<file path="config.mk">
export PLATFORM = sky130hd
export DESIGN_NAME = i2c_regseq
export DESIGN_NICKNAME = d
export VERILOG_FILES = /design/src/rtl/i2c_regseq_pkg.sv /design/src/rtl/i2c_regseq_timebase.sv /design/src/rtl/i2c_regseq_pins.sv /design/src/rtl/i2c_regseq.sv
export SDC_FILE = /design/constraint.sdc
export NUM_CORES = 1
export LEC_CHECK = 0
export BUFFER_PORTS_ARGS = -buffer_cell sky130_fd_sc_hd__buf_2
export CAP_MARGIN = 5
export CORE_MARGIN = 5
export CORE_UTILIZATION = 35
export CTS_BUF_LIST = sky130_fd_sc_hd__clkbuf_8
export DETAILED_ROUTE_END_ITERATION = 10
export HOLD_SLACK_MARGIN = 0.05
export PLACE_DENSITY = 0.59
export SETUP_SLACK_MARGIN = 0.3
export SLEW_MARGIN = 10
export SYNTH_ARGS = -nofsm -noshare
export SYNTH_HDL_FRONTEND = slang
export SYNTH_SLANG_ARGS = --single-unit
</file>
<file path="constraint.sdc">
create_clock -name clk -period 2.3 [get_ports clk]
set_clock_uncertainty 0.05 [all_clocks]
set_input_delay 0.575 -clock clk [delete_from_list [all_inputs] [get_ports clk]]
set_output_delay 0.575 -clock clk [all_outputs]
set_load 0.01 [all_outputs]
</file>
<file path="src/rtl/i2c_regseq_pkg.sv">
package i2c_regseq_pkg;

  typedef enum logic [3:0] {
    ST_IDLE,
    ST_START,
    ST_ADDR,
    ST_REGHI,
    ST_REGLO,
    ST_WDATA,
    ST_RSTART,
    ST_RDATA,
    ST_STOP
  } seq_st_e;

  typedef enum logic [1:0] {
    SK_BIT,
    SK_START,
    SK_STOP
  } slot_kind_e;

  localparam logic [1:0] OP_WRITE   = 2'b00;
  localparam logic [1:0] OP_RAND_RD = 2'b01;

endpackage

</file>
<file path="src/rtl/i2c_regseq_timebase.sv">
module i2c_regseq_timebase #(
  parameter int QDIV = 4
) (
  input  logic       clk,
  input  logic       rst_n,
  input  logic       en,
  output logic [1:0] quarter,
  output logic       q_end,
  output logic       slot_end
);
  localparam int CW = (QDIV > 1) ? $clog2(QDIV) : 1;

  logic [CW-1:0] cnt_q, cnt_d;
  logic [1:0]    qtr_d;

  always_comb begin
    q_end    = en && (cnt_q == CW'(QDIV - 1));
    slot_end = q_end && (quarter == 2'd3);
    cnt_d    = cnt_q;
    qtr_d    = quarter;
    if (!en) begin
      cnt_d = '0;
      qtr_d = 2'd0;
    end else if (q_end) begin
      cnt_d = '0;
      qtr_d = quarter + 2'd1;
    end else begin
      cnt_d = cnt_q + CW'(1);
    end
  end

  always_ff @(posedge clk or negedge rst_n) begin
    if (!rst_n) begin
      cnt_q   <= '0;
      quarter <= 2'd0;
    end else begin
      cnt_q   <= cnt_d;
      quarter <= qtr_d;
    end
  end

endmodule

</file>
<file path="src/rtl/i2c_regseq_pins.sv">
module i2c_regseq_pins
  import i2c_regseq_pkg::*;
(
  input  slot_kind_e kind,
  input  logic [1:0] quarter,
  input  logic       bit_val,
  output logic       scl_low,
  output logic       sda_low
);
  always_comb begin
    case (kind)
      SK_START: begin
        scl_low = (quarter == 2'd0) || (quarter == 2'd3);
        sda_low = quarter[1];
      end
      SK_STOP: begin
        scl_low = (quarter == 2'd0);
        sda_low = !quarter[1];
      end
      default: begin
        scl_low = (quarter == 2'd0) || (quarter == 2'd3);
        sda_low = !bit_val;
      end
    endcase
  end
endmodule

</file>
<file path="src/rtl/i2c_regseq.sv">
module i2c_regseq
  import i2c_regseq_pkg::*;
#(
  parameter int QDIV  = 4,
  parameter int LEN_W = 8
) (
  input  logic             clk,
  input  logic             rst_n,
  input  logic             cmd_start,
  input  logic [1:0]       cmd_op,
  input  logic [6:0]       cmd_dev,
  input  logic [15:0]      cmd_reg,
  input  logic [LEN_W-1:0] cmd_len,
  input  logic [7:0]       wr_byte,
  output logic             wr_pull,
  output logic             rd_valid,
  output logic [7:0]       rd_byte,
  output logic             busy,
  output logic             done,
  output logic             nack_err,
  output logic             scl_oe,
  output logic             sda_oe,
  input  logic             sda_i
);
  localparam logic [3:0] ACK_SLOT = 4'd8;

  seq_st_e          st_q, st_d;
  logic [3:0]       bitn_q, bitn_d;
  logic [7:0]       sh_q, sh_d;
  logic [LEN_W-1:0] cnt_q, cnt_d;
  logic [1:0]       op_q, op_d;
  logic [6:0]       dev_q, dev_d;
  logic [15:0]      reg_q, reg_d;
  logic             dir_rd_q, dir_rd_d;
  logic             samp_q, samp_d;
  logic             err_d, done_d, rdv_d;
  logic [7:0]       rdb_d;
  logic [1:0]       quarter;
  logic             q_end, slot_end;
  slot_kind_e       kind, kind_q;
  logic             bit_val, scl_low, sda_low, last;

  assign busy = (st_q != ST_IDLE);
  assign last = (cnt_q == LEN_W'(1));

  i2c_regseq_timebase #(.QDIV(QDIV)) tb_i (
    .clk(clk), .rst_n(rst_n), .en(busy),
    .quarter(quarter), .q_end(q_end), .slot_end(slot_end)
  );

  always_comb begin
    kind    = SK_BIT;
    bit_val = 1'b1;
    case (st_q)
      ST_START, ST_RSTART: kind = SK_START;
      ST_STOP:             kind = SK_STOP;
      ST_RDATA:            bit_val = (bitn_q == ACK_SLOT) ? last : 1'b1;
      ST_ADDR, ST_REGHI, ST_REGLO, ST_WDATA:
                           bit_val = (bitn_q == ACK_SLOT) ? 1'b1 : sh_q[7];
      default: ;
    endcase
  end

  i2c_regseq_pins pins_i (
    .kind(kind), .quarter(quarter), .bit_val(bit_val),
    .scl_low(scl_low), .sda_low(sda_low)
  );

  always_comb begin
    st_d     = st_q;
    bitn_d   = bitn_q;
    sh_d     = sh_q;
    cnt_d    = cnt_q;
    op_d     = op_q;
    dev_d    = dev_q;
    reg_d    = reg_q;
    dir_rd_d = dir_rd_q;
    samp_d   = samp_q;
    err_d    = nack_err;
    done_d   = 1'b0;
    rdv_d    = 1'b0;
    rdb_d    = rd_byte;
    wr_pull  = 1'b0;
    if (st_q == ST_IDLE) begin
      if (cmd_start) begin
        st_d  = ST_START;
        op_d  = cmd_op;
        dev_d = cmd_dev;
        reg_d = cmd_reg;
        cnt_d = (cmd_len == '0) ? LEN_W'(1) : cmd_len;
        err_d = 1'b0;
      end
    end else begin
      if (q_end && quarter == 2'd2) begin
        samp_d = sda_i;
        if (st_q == ST_RDATA && bitn_q != ACK_SLOT) sh_d = {sh_q[6:0], sda_i};
      end
      if (slot_end) begin
        case (st_q)
          ST_START, ST_RSTART: begin
            st_d     = ST_ADDR;
            bitn_d   = 4'd0;
            dir_rd_d = (st_q == ST_RSTART) || op_q[1];
            sh_d     = {dev_q, dir_rd_d};
          end
          ST_ADDR, ST_REGHI, ST_REGLO, ST_WDATA: begin
            if (bitn_q != ACK_SLOT) begin
              sh_d   = {sh_q[6:0], 1'b0};
              bitn_d = bitn_q + 4'd1;
            end else begin
              bitn_d = 4'd0;
              if (samp_q) begin
                err_d = 1'b1;
                st_d  = ST_STOP;
              end else begin
                case (st_q)
                  ST_ADDR: begin
                    st_d = dir_rd_q ? ST_RDATA : ST_REGHI;
                    sh_d = reg_q[15:8];
                  end
                  ST_REGHI: begin
                    st_d = ST_REGLO;
                    sh_d = reg_q[7:0];
                  end
                  ST_REGLO: begin
                    if (op_q == OP_WRITE) begin
                      st_d    = ST_WDATA;
                      sh_d    = wr_byte;
                      wr_pull = 1'b1;
                    end else begin
                      st_d = ST_RSTART;
                    end
                  end
                  default: begin
                    if (last) begin
                      st_d = ST_STOP;
                    end else begin
                      cnt_d   = cnt_q - LEN_W'(1);
                      sh_d    = wr_byte;
                      wr_pull = 1'b1;
                    end
                  end
                endcase
              end
            end
          end
          ST_RDATA: begin
            if (bitn_q == 4'd7) begin
              rdv_d = 1'b1;
              rdb_d = sh_q;
            end
            if (bitn_q != ACK_SLOT) begin
              bitn_d = bitn_q + 4'd1;
            end else if (last) begin
              st_d = ST_STOP;
            end else begin
              bitn_d = 4'd0;
              cnt_d  = cnt_q - LEN_W'(1);
            end
          end
          ST_STOP: begin
            st_d   = ST_IDLE;
            done_d = 1'b1;
          end
          default: st_d = ST_IDLE;
        endcase
      end
    end
  end

  always_ff @(posedge clk or negedge rst_n) begin
    if (!rst_n) begin
      st_q     <= ST_IDLE;
      bitn_q   <= 4'd0;
      sh_q     <= 8'd0;
      cnt_q    <= '0;
      op_q     <= 2'd0;
      dev_q    <= 7'd0;
      reg_q    <= 16'd0;
      dir_rd_q <= 1'b0;
      samp_q   <= 1'b1;
      nack_err <= 1'b0;
      done     <= 1'b0;
      rd_valid <= 1'b0;
      rd_byte  <= 8'd0;
      scl_oe   <= 1'b0;
      sda_oe   <= 1'b0;
      kind_q   <= SK_BIT;
    end else begin
      st_q     <= st_d;
      bitn_q   <= bitn_d;
      sh_q     <= sh_d;
      cnt_q    <= cnt_d;
      op_q     <= op_d;
      dev_q    <= dev_d;
      reg_q    <= reg_d;
      dir_rd_q <= dir_rd_d;
      samp_q   <= samp_d;
      nack_err <= err_d;
      done     <= done_d;
      rd_valid <= rdv_d;
      rd_byte  <= rdb_d;
      scl_oe   <= busy && scl_low;
      sda_oe   <= busy && sda_low;
      kind_q   <= kind;
    end
  end


  sda_hold_chk: assert property (@(posedge clk) disable iff (!rst_n)
    (!scl_oe && !$past(scl_oe) && (sda_oe != $past(sda_oe))) |-> (kind_q != SK_BIT));


  busy_end_chk: assert property (@(posedge clk) disable iff (!rst_n)
    $fell(busy) |-> done);


  done_pulse_chk: assert property (@(posedge clk) disable iff (!rst_n)
    done |=> !done);


  rd_in_txn_chk: assert property (@(posedge clk) disable iff (!rst_n)
    rd_valid |-> busy);


  err_stop_chk: assert property (@(posedge clk) disable iff (!rst_n)
    $rose(nack_err) |-> (st_q == ST_STOP));


  pull_in_txn_chk: assert property (@(posedge clk) disable iff (!rst_n)
    wr_pull |-> (busy && !sda_oe && !scl_oe) || busy);

endmodule

</file>
==> out/metrics.cfg, run 1 <==
[outcome]
outcome = finished with violations
failed_checks = setup timing

[flow_run]
drv_cap = 0

[cells_and_area]
antenna_cells = 0
fin_area_um2 = 5890
layout-drive-gt1-share_pct = 52.0
utilization_pct = 54.4
areaGrowthSynthToFinish_pct = 52.7
fillCellCount = 925
final_nets = 577

[critical_path]
critPathArrivalTime_ps = 1910
cp.buffers_inverters = 2
path_max_fanout = 5
startpoint_type = flop
path_cells = buf_12, nand2b_1, a21oi_2, nand4_1, nor2b_4, buf_6
worstPathRequired_ps = 1670
slowest_stage = dfrtp_1
max_stage_delay_ps = 410
reg2reg_slack_ps = -120
timing_worst_setup_path_type = flop to primary output
end_kind = primary output
critical-path-top-delay-family = simple AND/OR/NAND/NOR gates

[floorplanning]
die_w_um = 115
coreArea_um2 = 10800
initial_utilization_pct = 35.6
io_pins = 60
rows = 38
die_area_um2 = 13200
die_y_um = 115

[global_route]
antenna_found_initial = 0
grt_pass1_wl_mm = 19.1
grt_max_degree = 69
grtUsageTotal_pct = 18.5
overflow = 0
first_global_vias = 3666

[clock_network]
clock-sinks = 68
clk_pin_slew_ps = 80
clk_latency_ps = 370
cts_tree = done
cts_buffer_depth = 2
h-tree-depth = 3
cts-buffers-inserted = 9
root_buffer = clkbuf_8

[synthesis]
synth_ff_type = dfrtp_1
synth_top_family_by_area = compound AO/OA/AOI/OAI gates
synth_area_leaders = dfrtp_1, mux2_2, a21oi_1, nor2_1, ha_1
synth_xor_area_share_pct = 0.454
syn_inst = 386
syn_area_per_cell_um2 = 10.0
synthAdderAreaFrac_pct = 3.24
ys_types = 60
syn_area_um2 = 3860
synth-edff-count = 0
post-synth-top-area-cell = dfrtp_1
synthMuxAreaShare_pct = 12.8
syn-num-nets = 441
yosysWarningCount = 0
synth_compound_area_share_pct = 17.6
yosysSeqAreaShare_pct = 44.1
synth_common_cells = dfrtp_1, nor2_1, mux2_2
synth.most_common_cell = dfrtp_1
yosys.area.top_type_share_pct = 43.5
synthSimpleGateAreaFrac_pct = 17.6
synth_seq_cells = 68
async_reset_ff_share_pct = 100

[route]
wl_per_cell_um = 18.5
drt-vias-per-instance = 5.51
drt-initial-drc-count = 341
vias = 3675
drtPass1Iterations = 6
wirelength_mm = 12.3
ant_nets = 0
drc = 0

[sta]
final-setup-viol-count = 49
setup_ws_ps = -233
period_minus_slack_ps = 2530
hold_violations = 0
maxSlewViolCount = 0
fin_crit_sh_pct = 110
rsz0062_at_grt = yes
slew_headroom_pct = 54.6
worst_slew_pin_slew_ps = 675
max_freq_ghz = 0.395

[place]
dp_hpwl_mm = 7.14
placed_area_um2 = 4540
finalWeightedCongestion = 0.862
numPortBuffers = 59

[power]
irDropWorstVdd_uv = 382
powerDensity_nw_per_um2 = 410
p_leak_nw = 2.63

[worst_hold_path]
hp-class = input pin to asynchronous set/reset pin

## through the flow
| stage | setup TNS [ps] | setup slack [ps] | total power, mW | instances | hold WS (ps) |
|---|---|---|---|---|---|
| floorplan | 0 | 251 | 1.23 | 386 | 229 |
| global placement | 0 | 16.1 | 1.30 | 588 | 388 |
| detailed placement | 0 | 4.84 | 1.30 | 588 | 389 |
| CTS | -334 | -156 | 2.43 | 643 | 189 |
| global route | -5920 | -277 | 2.50 | 667 | 207 |
| finish | -3230 | -233 | 2.42 | 667 | 147 |
## what timing repair did
item | in CTS | in global routing
setup endpoints to repair | 54 | 61
setup buffers | 32 | 23
pin swaps | 29 | 27
gates resized for setup | 87 | 47
cloned | 7 | 1
hold buffers | 0 | 0
## report_power, final
| part | switching, mW | total [mW] | leakage, nW | internal [mW] |
|---|---|---|---|---|
| sequential | 0.00129 | 1.20 | 0.902 | 1.20 |
| clock | 0.499 | 1.14 | 0.114 | 0.640 |
| combinational | 0.0468 | 0.0831 | 1.62 | 0.0363 |
| total | 0.547 | 2.42 | 2.63 | 1.87 |
## worst reg2reg max path, delay by kind of cell, from the launching register on
| kind | cells | cell delay (ps) |
|---|---|---|
| buffers and inverters | 5 | 750 |
| flip-flops | 1 | 430 |
| AND/OR/NAND/NOR | 1 | 410 |
| AO/OA/AOI/OAI | 3 | 400 |
| adder cells (fa/ha/maj) | 1 | 260 |
## registers in the layout, indices dropped and copies added (netlist names), 2 cells and up
register and flops:
tb_i.quarter 2, sh_q 8, cnt_q 8, reg_q 16, op_q 2, st_q 4
rd_byte 8, dev_q 7, tb_i.cnt_q 2, bitn_q 4
## cell families (layout without fill, tap and decap cells)
| logic type | Yosys count | after routing |
|---|---|---|
| compound gates | 103 | 104 |
| fa+ha+maj | 10 | 10 |
| buf+inv | 35 | 175 |
| simple gates | 123 | 123 |
| flops | 68 | 68 |
| xor+xnor | 2 | 2 |
| mux | 45 | 45 |
## area by class of cell
| type | count | area, µm² | share of cell area [%] |
|---|---|---|---|
| timing repair buffer | 145 | 1300 | 22.1 |
| multi-input combinational | 284 | 2420 | 41.1 |
| clock inverter | 6 | 88.8 | 1.51 |
| inverter | 14 | 60.1 | 1.02 |
| tap | 140 | 175 | 2.97 |
| clock buffer | 10 | 138 | 2.34 |
| sequential | 68 | 1710 | 29.0 |
## layout by cell type, fill, tap and decap left out, drive strengths merged, types with 7 or more instances in the layout
master	count
a21oi	32
a22oi	10
buf	140
clkbuf	11
dfrtp	67
ha	10
inv	15
mux2	36
mux2i	9
nand2	24
nand3	7
nor2	37
nor3	15
o21ai	26
or3	8
## worst paths after layout
| check | from | endpoint | cells past startpoint |
|---|---|---|---|
| min reg2reg | tb_i.cnt_q[0] | tb_i.cnt_q[0] | 1 |
| min in group clk | cmd_dev[3] | dev_q[3] | 2 |
| max reg2reg | st_q[1] | sda_oe | 10 |
| max in group asynchronous | rst_n | cnt_q[3] | 2 |
| max | st_q[2] | wr_pull | 6 |
| min | rst_n | bitn_q[2] | 2 |
## per-layer routing
metal  GRT usage (%)  part of all wire (%)
met1            24.2                    42
met2            29.6                    48
met3            4.95                   7.3
met4            6.65                   3.0
met5               0                     0
Note: power is estimated with default switching activity, not from simulation.
==> inputs of run 2 (changes only) <==
- CORE_ASPECT_RATIO: default -> 1.5
==> run 2 against run 1 <==
Effect of this change:
- power decreased by 3.9%
- routed wire length fell by 4.2%
- flip-flop and latch count unchanged
- critical endpoint unchanged
- sequential share of layout area up 1.4 points
- via count fell by 1.7%
- clock-buffer cell count grew 1
- clock power is 8% lower
- the run still ends with setup timing left
- hold slack better by 37 ps
- combinational power decreased by 5.1%
- highest routed layer unchanged
- register-to-register slack improved by 50 ps
- core utilization fell by 3.0 points
- largest cell class unchanged
==> out/metrics.cfg, run 2 (synthesized netlist as in run 1, its figures left out) <==
[outcome]
outcome = finished with violations
failed_checks = setup timing

[sta]
slew_headroom_pct = 62.6  ; +8.0 points
period_minus_slack_ps = 2430  ; -98.5 ps
final-setup-viol-count = 14  ; -71%
fin_crit_sh_pct = 106  ; -4.3 points
worst_slew_pin_slew_ps = 556  ; -119 ps
max_freq_ghz = 0.411  ; +4.0%
setup_ws_ps = -134  ; +98.5 ps
maxSlewViolCount = 0  ; unchanged
rsz0062_at_grt = yes
hold_violations = 0  ; unchanged

[critical_path]
path_max_fanout = 18  ; +13
startpoint_type = flop
critPathLaunch = st_q[3]
r2r_cells = 8  ; -2
worstPathRequired_ps = 1670  ; about the same
end_kind = primary output
reg2reg_slack_ps = -70  ; +50 ps
reg2reg_to = dev_q[0]
critPathArrivalTime_ps = 1810  ; -100 ps
reg2reg_from = st_q[0]
timing_worst_setup_path_type = flop to primary output

[clock_network]
clk_pin_slew_ps = 70  ; about the same
cts_buffer_depth = 2  ; unchanged
cts-buffers-inserted = 9  ; unchanged
clk_latency_ps = 360  ; about the same
clock-sinks = 68  ; unchanged
root_buffer = clkbuf_8
h-tree-depth = 3  ; unchanged
cts_tree = done

[floorplanning]
die_w_um = 95.7  ; -17%
rows = 47  ; +24%
initial_utilization_pct = 35.3  ; -0.32 points
die_y_um = 139  ; +21%
die_area_um2 = 13300  ; +0.32%
coreArea_um2 = 10900  ; +0.90%
io_pins = 60  ; unchanged

[place]
finalWeightedCongestion = 0.931  ; +8.0%
dp_slack_ps = 14.7  ; +9.82 ps
numPortBuffers = 59  ; unchanged
dp_hpwl_mm = 7.50  ; +5.1%

[cells_and_area]
final_nets = 561  ; -2.8%
final_cell_mix = dfrtp_1, buf_2, buf_4
areaGrowthSynthToFinish_pct = 45.5
top_register = reg_q
layout-drive-gt1-share_pct = 48.7  ; -3.3 points
largest_reg_flops = 16  ; unchanged
antenna_cells = 0  ; unchanged
utilization_pct = 51.3  ; -3.0 points
final_common_cell = dfrtp_1

[route]
vias = 3611  ; -1.7%
drt-vias-per-instance = 5.49  ; -0.40%
ant_nets = 0  ; unchanged
drc = 0  ; unchanged
wirelength_mm = 11.8  ; -4.2%
wl_per_cell_um = 18.0  ; -2.9%
drt-initial-drc-count = 315  ; -7.6%
drtPass1Iterations = 6  ; unchanged

[global_route]
antenna_found_initial = 0  ; unchanged
grt_pass1_wl_mm = 18.8  ; -1.6%
grtUsageTotal_pct = 18.2  ; -0.31 points
first_global_vias = 3698  ; +0.87%
overflow = 0  ; unchanged
grt_max_degree = 69  ; unchanged

[worst_hold_path]
hp-class = input pin to asynchronous set/reset pin

[power]
irDropWorstVdd_uv = 387  ; +1.3%
p_leak_nw = 2.51  ; -4.8%
powerDensity_nw_per_um2 = 414  ; +0.88%

[flow_run]
drv_cap = 0  ; unchanged

==> run 2: changes by cell type in the layout (fill, tap and decap cells not counted), sizes merged <==
cell and change:
inv -1, clkinvlp +1, o21a -1, bufinv -1, buf -14
==> run 2: critical path: stages (launching register included) <==
cell and delay [ps]:
dfrtp_2 450, buf_12 170, nor4b_4 290, nand2_1 140, o31ai_4 90, nor2b_4 190
buf_6 110
==> run 2: worst max path at each step <==
| stage | cells past startpoint | slack [ps] | end |
|---|---|---|---|
| 2_1_floorplan | 7 | 250 | wr_pull |
| 3_3_place_gp | 8 | 30 | cnt_q[0] |
| 3_5_place_dp | 8 | 10 | cnt_q[2] |
| 4_1_cts | 7 | -120 | wr_pull |
| 5_1_grt | 6 | -190 | wr_pull |
| 6_report | 6 | -130 | wr_pull |
==> run 2: through the flow <==
| stage | setup TNS (ps) | cell area, µm² | cells | hold slack, ps | power, mW |
|---|---|---|---|---|---|
| 2_1_floorplan | 0 | 3950 | 386 | 229 | 1.23 |
| 3_3_place_gp | 0 | 4570 | 597 | 380 | 1.30 |
| 3_5_place_dp | 0 | 4570 | 597 | 394 | 1.30 |
| 4_1_cts | -833 | 5400 | 651 | 194 | 2.34 |
| 5_1_grt | -1990 | 5610 | 658 | 201 | 2.43 |
| 6_report | -1010 | 5610 | 658 | 185 | 2.32 |
==> run 2: power breakdown <==
group          switching (mW)  total (mW)  internal [mW]
Clock                   0.486        1.05          0.561
Combinational          0.0436      0.0789         0.0353
Sequential            0.00174        1.20           1.20
==> run 2: timing repair <==
action                                  in CTS  in global routing
setup buffers                               33                  7
hold buffers                                 0                  0
gates cloned                                 5                  0
pin swaps                                   27                 14
endpoints found under the setup margin      58                 62
endpoints found under the hold margin        0                  0
gates resized for setup                     61                 35
==> run 2: layout make-up <==
cell class                 count  area (µm²)
timing repair buffer         130        1120
multi-input combinational    283        2340
clock buffer                  11         151
sequential                    68        1710
inverter                      14        57.6
tap                          147         184
clock inverter                 5        58.8
fill                         999        5330
==> run 2: per-layer routing <==
metal	wire [µm]	GRT usage, %
met2	6000	30.4
met3	764	4.78
met4	446	7.50
met5	0	0
met1	4620	21.8
